**src/rtl/ssi_pkg.sv**
```systemverilog
package ssi_pkg;
    typedef enum logic [1:0] {
        CS_SLAVE = 2'b00,
        CS_TIMER = 2'b01,
        CS_HALF  = 2'b10,
        CS_FULL  = 2'b11
    } clksel_t;

    typedef enum logic [1:0] {
        ST_IDLE  = 2'b00,
        ST_ARMED = 2'b01,
        ST_SHIFT = 2'b10
    } xfer_state_t;

    localparam int unsigned NIB_W    = 4;
    localparam int unsigned REG_CFG  = 0;
    localparam int unsigned REG_CMD  = 1;
    localparam int unsigned REG_DAT  = 2;
    localparam int unsigned REG_FLAG = 4;
endpackage

```
**src/rtl/ssi_clkgen.sv**
```systemverilog
module ssi_clkgen
    import ssi_pkg::*;
#(
    parameter int unsigned SYNC_STAGES = 2
) (
    input  logic    clk,
    input  logic    rst_n,
    input  clksel_t csel,
    input  logic    run,
    input  logic    timer_ovf,
    input  logic    sclk_in,
    output logic    rise,
    output logic    fall,
    output logic    sclk_out,
    output logic    sclk_oe
);
    logic [SYNC_STAGES:0] sync_q;
    logic                 div_q;
    logic                 sclk_q;
    logic                 tick;
    logic                 master;
    logic                 s_cur;
    logic                 s_prev;

    assign master = (csel != CS_SLAVE);

    // external clock synchronizer plus one stage for edge detection
    always_ff @(posedge clk or negedge rst_n) begin
        if (!rst_n) sync_q <= '1;
        else        sync_q <= {sync_q[SYNC_STAGES-1:0], sclk_in};
    end

    assign s_cur  = sync_q[SYNC_STAGES-1];
    assign s_prev = sync_q[SYNC_STAGES];

    // halved-clock divider, restarted for every transfer
    always_ff @(posedge clk or negedge rst_n) begin
        if (!rst_n)    div_q <= 1'b0;
        else if (!run) div_q <= 1'b0;
        else           div_q <= ~div_q;
    end

    always_comb begin
        unique case (csel)
            CS_FULL:  tick = 1'b1;
            CS_HALF:  tick = div_q;
            CS_TIMER: tick = timer_ovf;
            CS_SLAVE: tick = 1'b0;
        endcase
    end

    always_ff @(posedge clk or negedge rst_n) begin
        if (!rst_n)                sclk_q <= 1'b1;
        else if (!run || !master)  sclk_q <= 1'b1;
        else if (tick)             sclk_q <= ~sclk_q;
    end

    always_comb begin
        if (master) begin
            rise = run & tick & ~sclk_q;
            fall = run & tick & sclk_q;
        end else begin
            rise = run & s_cur & ~s_prev;
            fall = run & ~s_cur & s_prev;
        end
    end

    assign sclk_out = sclk_q;
    assign sclk_oe  = master;
endmodule

```
**src/rtl/ssi_shifter.sv**
```systemverilog
module ssi_shifter
    import ssi_pkg::*;
#(
    parameter int unsigned DATA_W = 8,
    localparam int unsigned NIBS  = DATA_W / NIB_W,
    localparam int unsigned CNT_W = $clog2(DATA_W)
) (
    input  logic              clk,
    input  logic              rst_n,
    input  logic              lsb_first,
    input  logic              load_start,
    input  logic              rise,
    input  logic              fall,
    input  logic              sin,
    input  logic [NIBS-1:0]   nib_we,
    input  logic [NIB_W-1:0]  nib_wdata,
    output logic [DATA_W-1:0] data,
    output logic              sout,
    output logic              done,
    output logic [CNT_W-1:0]  bit_cnt
);
    logic [DATA_W-1:0] sr_q;
    logic [CNT_W-1:0]  cnt_q;
    logic              out_q;
    logic              head;

    always_ff @(posedge clk or negedge rst_n) begin
        if (!rst_n) begin
            sr_q <= '0;
        end else if (rise) begin
            if (lsb_first) sr_q <= {sin, sr_q[DATA_W-1:1]};
            else           sr_q <= {sr_q[DATA_W-2:0], sin};
        end else begin
            for (int n = 0; n < NIBS; n++) begin
                if (nib_we[n]) sr_q[n*NIB_W +: NIB_W] <= nib_wdata;
            end
        end
    end

    assign head = lsb_first ? sr_q[0] : sr_q[DATA_W-1];

    // output bit moves only on the falling edge (or at start)
    always_ff @(posedge clk or negedge rst_n) begin
        if (!rst_n)                  out_q <= 1'b1;
        else if (load_start || fall) out_q <= head;
    end

    always_ff @(posedge clk or negedge rst_n) begin
        if (!rst_n)          cnt_q <= '0;
        else if (load_start) cnt_q <= '0;
        else if (rise)       cnt_q <= cnt_q + 1'b1;
    end

    assign done    = rise && (cnt_q == CNT_W'(DATA_W - 1));
    assign data    = sr_q;
    assign sout    = out_q;
    assign bit_cnt = cnt_q;
endmodule

```
**src/rtl/ssi_seq.sv**
```systemverilog
module ssi_seq
    import ssi_pkg::*;
(
    input  logic clk,
    input  logic rst_n,
    input  logic data_acc,
    input  logic trig_wr,
    input  logic done,
    input  logic flag_rd,
    output logic run,
    output logic armed,
    output logic start,
    output logic flag
);
    xfer_state_t state_q, state_d;
    logic        flag_q;

    always_ff @(posedge clk or negedge rst_n) begin
        if (!rst_n) state_q <= ST_IDLE;
        else        state_q <= state_d;
    end

    always_comb begin
        state_d = state_q;
        unique case (state_q)
            ST_IDLE:  if (data_acc) state_d = ST_ARMED;
            ST_ARMED: if (trig_wr)  state_d = ST_SHIFT;
            ST_SHIFT: if (done)     state_d = ST_IDLE;
            default:                state_d = ST_IDLE;
        endcase
    end

    always_comb begin
        run   = (state_q == ST_SHIFT);
        armed = (state_q == ST_ARMED);
        start = (state_q == ST_ARMED) && trig_wr;
    end

    // completion flag: set wins over the clearing read
    always_ff @(posedge clk or negedge rst_n) begin
        if (!rst_n)       flag_q <= 1'b0;
        else if (done)    flag_q <= 1'b1;
        else if (flag_rd) flag_q <= 1'b0;
    end

    assign flag = flag_q;
endmodule

```
**src/rtl/sync_serial_ctl.sv**
```systemverilog
module sync_serial_ctl
    import ssi_pkg::*;
#(
    parameter int unsigned ADDR_W      = 3,
    parameter int unsigned DATA_W      = 8,
    parameter int unsigned SYNC_STAGES = 2
) (
    input  logic              clk,
    input  logic              rst_n,
    input  logic [ADDR_W-1:0] bus_addr,
    input  logic              bus_wr,
    input  logic              bus_rd,
    input  logic [3:0]        bus_wdata,
    output logic [3:0]        bus_rdata,
    input  logic              timer_ovf,
    input  logic              sclk_in,
    input  logic              sin,
    output logic              sclk_out,
    output logic              sclk_oe,
    output logic              sout,
    output logic              irq
);
    localparam int unsigned NIBS  = DATA_W / NIB_W;
    localparam int unsigned CNT_W = $clog2(DATA_W);

    clksel_t           csel_q;
    logic              lsb_q;
    logic              mask_q;
    logic              run_st;
    logic              armed;
    logic              start;
    logic              flag_q;
    logic              rise;
    logic              fall;
    logic              done;
    logic [DATA_W-1:0] data;
    logic [CNT_W-1:0]  bit_cnt;
    logic [NIBS-1:0]   nib_hit;
    logic [NIBS-1:0]   nib_we;
    logic              sel_cfg;
    logic              sel_cmd;
    logic              sel_flag;
    logic              data_acc;
    logic              trig_wr;
    logic              flag_rd;
    logic              master;

    assign sel_cfg  = (bus_addr == ADDR_W'(REG_CFG));
    assign sel_cmd  = (bus_addr == ADDR_W'(REG_CMD));
    assign sel_flag = (bus_addr == ADDR_W'(REG_FLAG));

    generate
        for (genvar n = 0; n < NIBS; n++) begin : g_nib
            assign nib_hit[n] = (bus_addr == ADDR_W'(REG_DAT + n));
            assign nib_we[n]  = nib_hit[n] && bus_wr && !run_st;
        end
    endgenerate

    assign data_acc = (|nib_hit) && (bus_wr || bus_rd) && !run_st;
    assign trig_wr  = sel_cmd && bus_wr && bus_wdata[0];
    assign flag_rd  = sel_flag && bus_rd;
    assign master   = (csel_q != CS_SLAVE);

    always_ff @(posedge clk or negedge rst_n) begin
        if (!rst_n) begin
            csel_q <= CS_SLAVE;
            lsb_q  <= 1'b0;
            mask_q <= 1'b0;
        end else if (sel_cfg && bus_wr) begin
            csel_q <= clksel_t'(bus_wdata[1:0]);
            lsb_q  <= bus_wdata[2];
            mask_q <= bus_wdata[3];
        end
    end

    always_comb begin
        bus_rdata = '0;
        if (sel_cfg)       bus_rdata = {mask_q, lsb_q, csel_q};
        else if (sel_cmd)  bus_rdata = {2'b00, run_st, 1'b0};
        else if (sel_flag) bus_rdata = {3'b000, flag_q};
        else begin
            for (int n = 0; n < NIBS; n++) begin
                if (nib_hit[n]) bus_rdata = data[n*NIB_W +: NIB_W];
            end
        end
    end

    ssi_seq u_seq (
        .clk      (clk),
        .rst_n    (rst_n),
        .data_acc (data_acc),
        .trig_wr  (trig_wr),
        .done     (done),
        .flag_rd  (flag_rd),
        .run      (run_st),
        .armed    (armed),
        .start    (start),
        .flag     (flag_q)
    );

    ssi_clkgen #(.SYNC_STAGES(SYNC_STAGES)) u_clk (
        .clk       (clk),
        .rst_n     (rst_n),
        .csel      (csel_q),
        .run       (run_st),
        .timer_ovf (timer_ovf),
        .sclk_in   (sclk_in),
        .rise      (rise),
        .fall      (fall),
        .sclk_out  (sclk_out),
        .sclk_oe   (sclk_oe)
    );

    ssi_shifter #(.DATA_W(DATA_W)) u_shf (
        .clk        (clk),
        .rst_n      (rst_n),
        .lsb_first  (lsb_q),
        .load_start (start),
        .rise       (rise),
        .fall       (fall),
        .sin        (sin),
        .nib_we     (nib_we),
        .nib_wdata  (bus_wdata),
        .data       (data),
        .sout       (sout),
        .done       (done),
        .bit_cnt    (bit_cnt)
    );

    assign irq = flag_q & mask_q;
endmodule

```
**config.mk**
```make
export PLATFORM = sky130hd
export DESIGN_NAME = sync_serial_ctl
export DESIGN_NICKNAME = d
export VERILOG_FILES = /design/src/rtl/ssi_pkg.sv /design/src/rtl/ssi_clkgen.sv /design/src/rtl/ssi_shifter.sv /design/src/rtl/ssi_seq.sv /design/src/rtl/sync_serial_ctl.sv
export SDC_FILE = /design/constraint.sdc
export NUM_CORES = 1
export LEC_CHECK = 0
export BUFFER_PORTS_ARGS = -buffer_cell sky130_fd_sc_hd__buf_4
export CAP_MARGIN = 25
export CELL_PAD_IN_SITES_DETAIL_PLACEMENT = 0
export CELL_PAD_IN_SITES_GLOBAL_PLACEMENT = 1
export CORE_UTILIZATION = 41
export CTS_BUF_LIST = sky130_fd_sc_hd__clkbuf_8
export CTS_CLUSTER_DIAMETER = 30
export CTS_CLUSTER_SIZE = 14
export DETAILED_ROUTE_END_ITERATION = 10
export HOLD_SLACK_MARGIN = 0.03
export PLACE_DENSITY_LB_ADDON = 0.1
export RECOVER_POWER = 50
export SLEW_MARGIN = 20
export SYNTH_ARGS = -nofsm -noshare
export SYNTH_HDL_FRONTEND = slang
export SYNTH_SLANG_ARGS = --single-unit
```
**constraint.sdc**
```tcl
create_clock -name clk -period 1.51 [get_ports clk]
set_input_delay 0.302 -clock clk [delete_from_list [all_inputs] [get_ports clk]]
set_output_delay 0.302 -clock clk [all_outputs]
set_load 0.05 [all_outputs]
```
==> flow_summary_export.csv <==
group,metric,value,unit
grt,grt_pass1_wl,5.85,mm
run_status,outcome,"complete, but fails checks",
finish,nNetsFinal,196,
placement,dp_hpwl,2.59,mm
routing,routed_wl,3.68,mm
finish,finalInstanceArea,2100,sq um
sta,tightest_slew,0.618,ns
setup_path,path_class,"reg2out",
sta,timing.fmax,0.548,GHz
floorplan,coreArea,3130,sq um
routing,via_count,1194,
synthesis,postSynth.asyncResetShare,100,%
routing,avgViaCountPerCell,5.35,
setup_path,cp_slowest_cell,"mux4_2",
setup_path,required,1.21,ns
clocking,cts_sinks,24,
finish,n_fill_cell,249,
floorplan,dieWidth,60.1,um
synthesis,synth_ff_type,"dfrtp_1",
setup_path,ff2ff_path_depth,5,
setup_path,end_kind,"output pin",
setup_path,reg2reg_from,"csel_q[1]",
setup_path,crit_fanout,2,
sta,final.period_utilization,121,%
grt,grt_pass1_vias,1206,
grt,antenna_found_initial,0,
finish,final_common_cell,"buf_4",
placement,place_area,1830,sq um
clocking,cts-root-buf,"clkbuf_8",
setup_path,crit_family,"multiplexers",
min_path,hp-class,"in2reg",
setup_path,cp_cell_sequence,"buf_6 > mux4_2 > nor2b_4 > buf_8",
min_path,min_path_cells,1,
clocking,insertion_delay,0.28,ns
setup_path,critPathMaxStageDelay,0.44,ns
sta,hold_viol_final,0,
clocking,ctsHtreeMaxLevel,1,
synthesis,synthCells,122,
sta,hold_ws,0.122,ns
synthesis,synth.distinct_cells,40,
sta,fin_ws,-0.315,ns
finish,synthToLayoutAreaGrowth,51.8,%
flow_run,cap_viol_max_count,0,
setup_path,critPathBufInv,2,
synthesis,synth-edff-count,0,
setup_path,cp.arrival,1.52,ns
sta,final_max_slew_viol_count,0,
pwr,p_leak,0.923,nW
finish,drive_gt1_share,54.7,%
min_path,hold_path_end,"u_clk.sync_q[0]",
floorplan,ios,22,
grt,grt.total_usage,22.6,%
clocking,numCtsBuffers,3,
routing,ant_nets,0,
routing,post-route-drc-count,0,
setup_path,start_kind,"flip-flop",
pwr,power.density,1100,nW/um^2
routing,drt_iter0_drc,71,
clocking,path_clk_slew,0.09,ns
clocking,cts_tree,"built",
synthesis,synth_warnings,0,
floorplan,die_area,3610,sq um
synthesis,synth.net_count,138,
sta,min_period,1.83,ns
sta,rsz0062_at_grt,"yes",
sta,slew_headroom,58.8,%
floorplan,die_h,60.1,um
grt,grt_max_degree,25,
sta,fin_skew,0.00606,ns
finish,diodes,0,
grt,grt.overflow.total,0,
floorplan,start_util,44.2,%
finish,post-route-util,67.2,%
setup_path,rr_endpoint,"u_shf.bit_cnt[0]",
synthesis,syn_area,1380,sq um
synthesis,ys_seq_area_share,43.9,%
routing,firstDrtPassIters,4,
synthesis,syn_area_per_cell,11.3,sq um
floorplan,rows,20,
setup_path,ff2ff_setup_slack,-0.23,ns
synthesis,ys_ff_latch,24,
placement,numPortBuffers,21,
placement,gp_congestion,0.784,
pwr,max-vdd-ir-drop,0.766,mV
routing,avgRoutedWirePerCell,16.5,um
sta,setup_viol,17,
min_path,hp-start,"sclk_in",
run_status,failed_checks,"setup timing",
clocking,cts_buffer_depth,2,
finish,final_cell_mix,"buf_4 (46), mux2i_1 (27), dfrtp_1 (19)",
==> stage by stage <==
stage / setup WS (ns) / cells / total power [mW] / TNS (ns)
6_report: -0.315 / 223 / 2.32 / -2.74
5_1_grt: -0.370 / 223 / 2.43 / -3.94
3_3_place_gp: -0.142 / 210 / 1.57 / -1.55
4_1_cts: -0.318 / 223 / 2.30 / -2.87
3_5_place_dp: -0.189 / 210 / 1.59 / -1.78
2_1_floorplan: -0.122 / 122 / 1.31 / -0.681
==> flip-flops by register name, summed over array words and instances, names as in the netlist <==
| signal | flops |
|---|---|
| u_shf.data | 8 |
| u_clk.sync_q | 3 |
| u_shf.bit_cnt | 3 |
| csel_q | 2 |
| u_seq.state_q | 2 |
| lsb_q | 1 |
| mask_q | 1 |
| u_clk.div_q | 1 |
| u_clk.sclk_out | 1 |
| u_seq.flag | 1 |
| u_shf.sout | 1 |
==> cell usage after synthesis (all sizes together) (2+ instances only) <==
master	count	share of area, %
o21ai	5	1.8
nor2	11	4.2
ha	2	1.8
nand2	5	1.4
dfrtp	19	34
inv	2	0.54
buf	2	0.72
a21oi	4	1.4
dfstp	5	9.5
mux2i	27	20
nand3	3	1.1
mux2	6	4.9
a31oi	2	0.90
nor4b	2	2.4
clkbuf	3	0.81
nor2b	2	0.90
==> what timing repair did <==
action                     in CTS  in global routing
setup endpoints to repair      18                 19
hold endpoints to repair       19                  0
hold buffers                    1                  0
buffers inserted                8                  1
resized for setup              23                 13
pin swaps                      13                 12
==> power breakdown <==
group          total, mW  internal, mW  switching, mW
Combinational      0.871         0.444          0.427
Clock              0.584         0.355          0.229
Sequential         0.860         0.762         0.0981
Total               2.32          1.56          0.754
==> logic make-up after synthesis <==
group	after synthesis	share of synthesized area, %
DFF	24	43.9
muxes	34	26.0
and+or+nand+nor	35	16.9
AOI/OAI and AO/OA	20	9.31
adders and majority gates	2	1.81
buffers and inverters	7	2.08
==> worst max path at each step <==
stage                           from          endpoint  cells after the start
finish                     csel_q[1]      bus_rdata[1]                      4
floorplan            u_clk.sync_q[1]  u_shf.bit_cnt[0]                      4
global placement     u_clk.sync_q[1]  u_shf.bit_cnt[0]                      4
global route               csel_q[1]      bus_rdata[1]                      4
detailed placement   u_clk.sync_q[1]  u_shf.bit_cnt[0]                      4
CTS                 u_seq.state_q[1]      bus_rdata[1]                      4
==> routing by layer <==
| layer | vias to the layer above | wire length, um | track usage (%) |
|---|---|---|---|
| met2 | 18 | 1730 | 35.1 |
| met1 | 602 | 1820 | 31.9 |
| li1 | 569 | - | - |
| met3 | 5 | 92 | 4.11 |
| met4 | 0 | 38 | 6.98 |
| met5 | - | 0 | 0 |
==> layout make-up <==
class	instances	area, sq um	share of cell area (%)
tap	44	55.1	2.62
sequential	24	607	28.9
timing repair buffer	58	473	22.5
clock buffer	3	41.3	1.97
multi-input combinational	91	887	42.2
clock inverter	1	30.0	1.43
inverter	2	7.51	0.357
No activity file was read; power rests on OpenSTA's default activity.
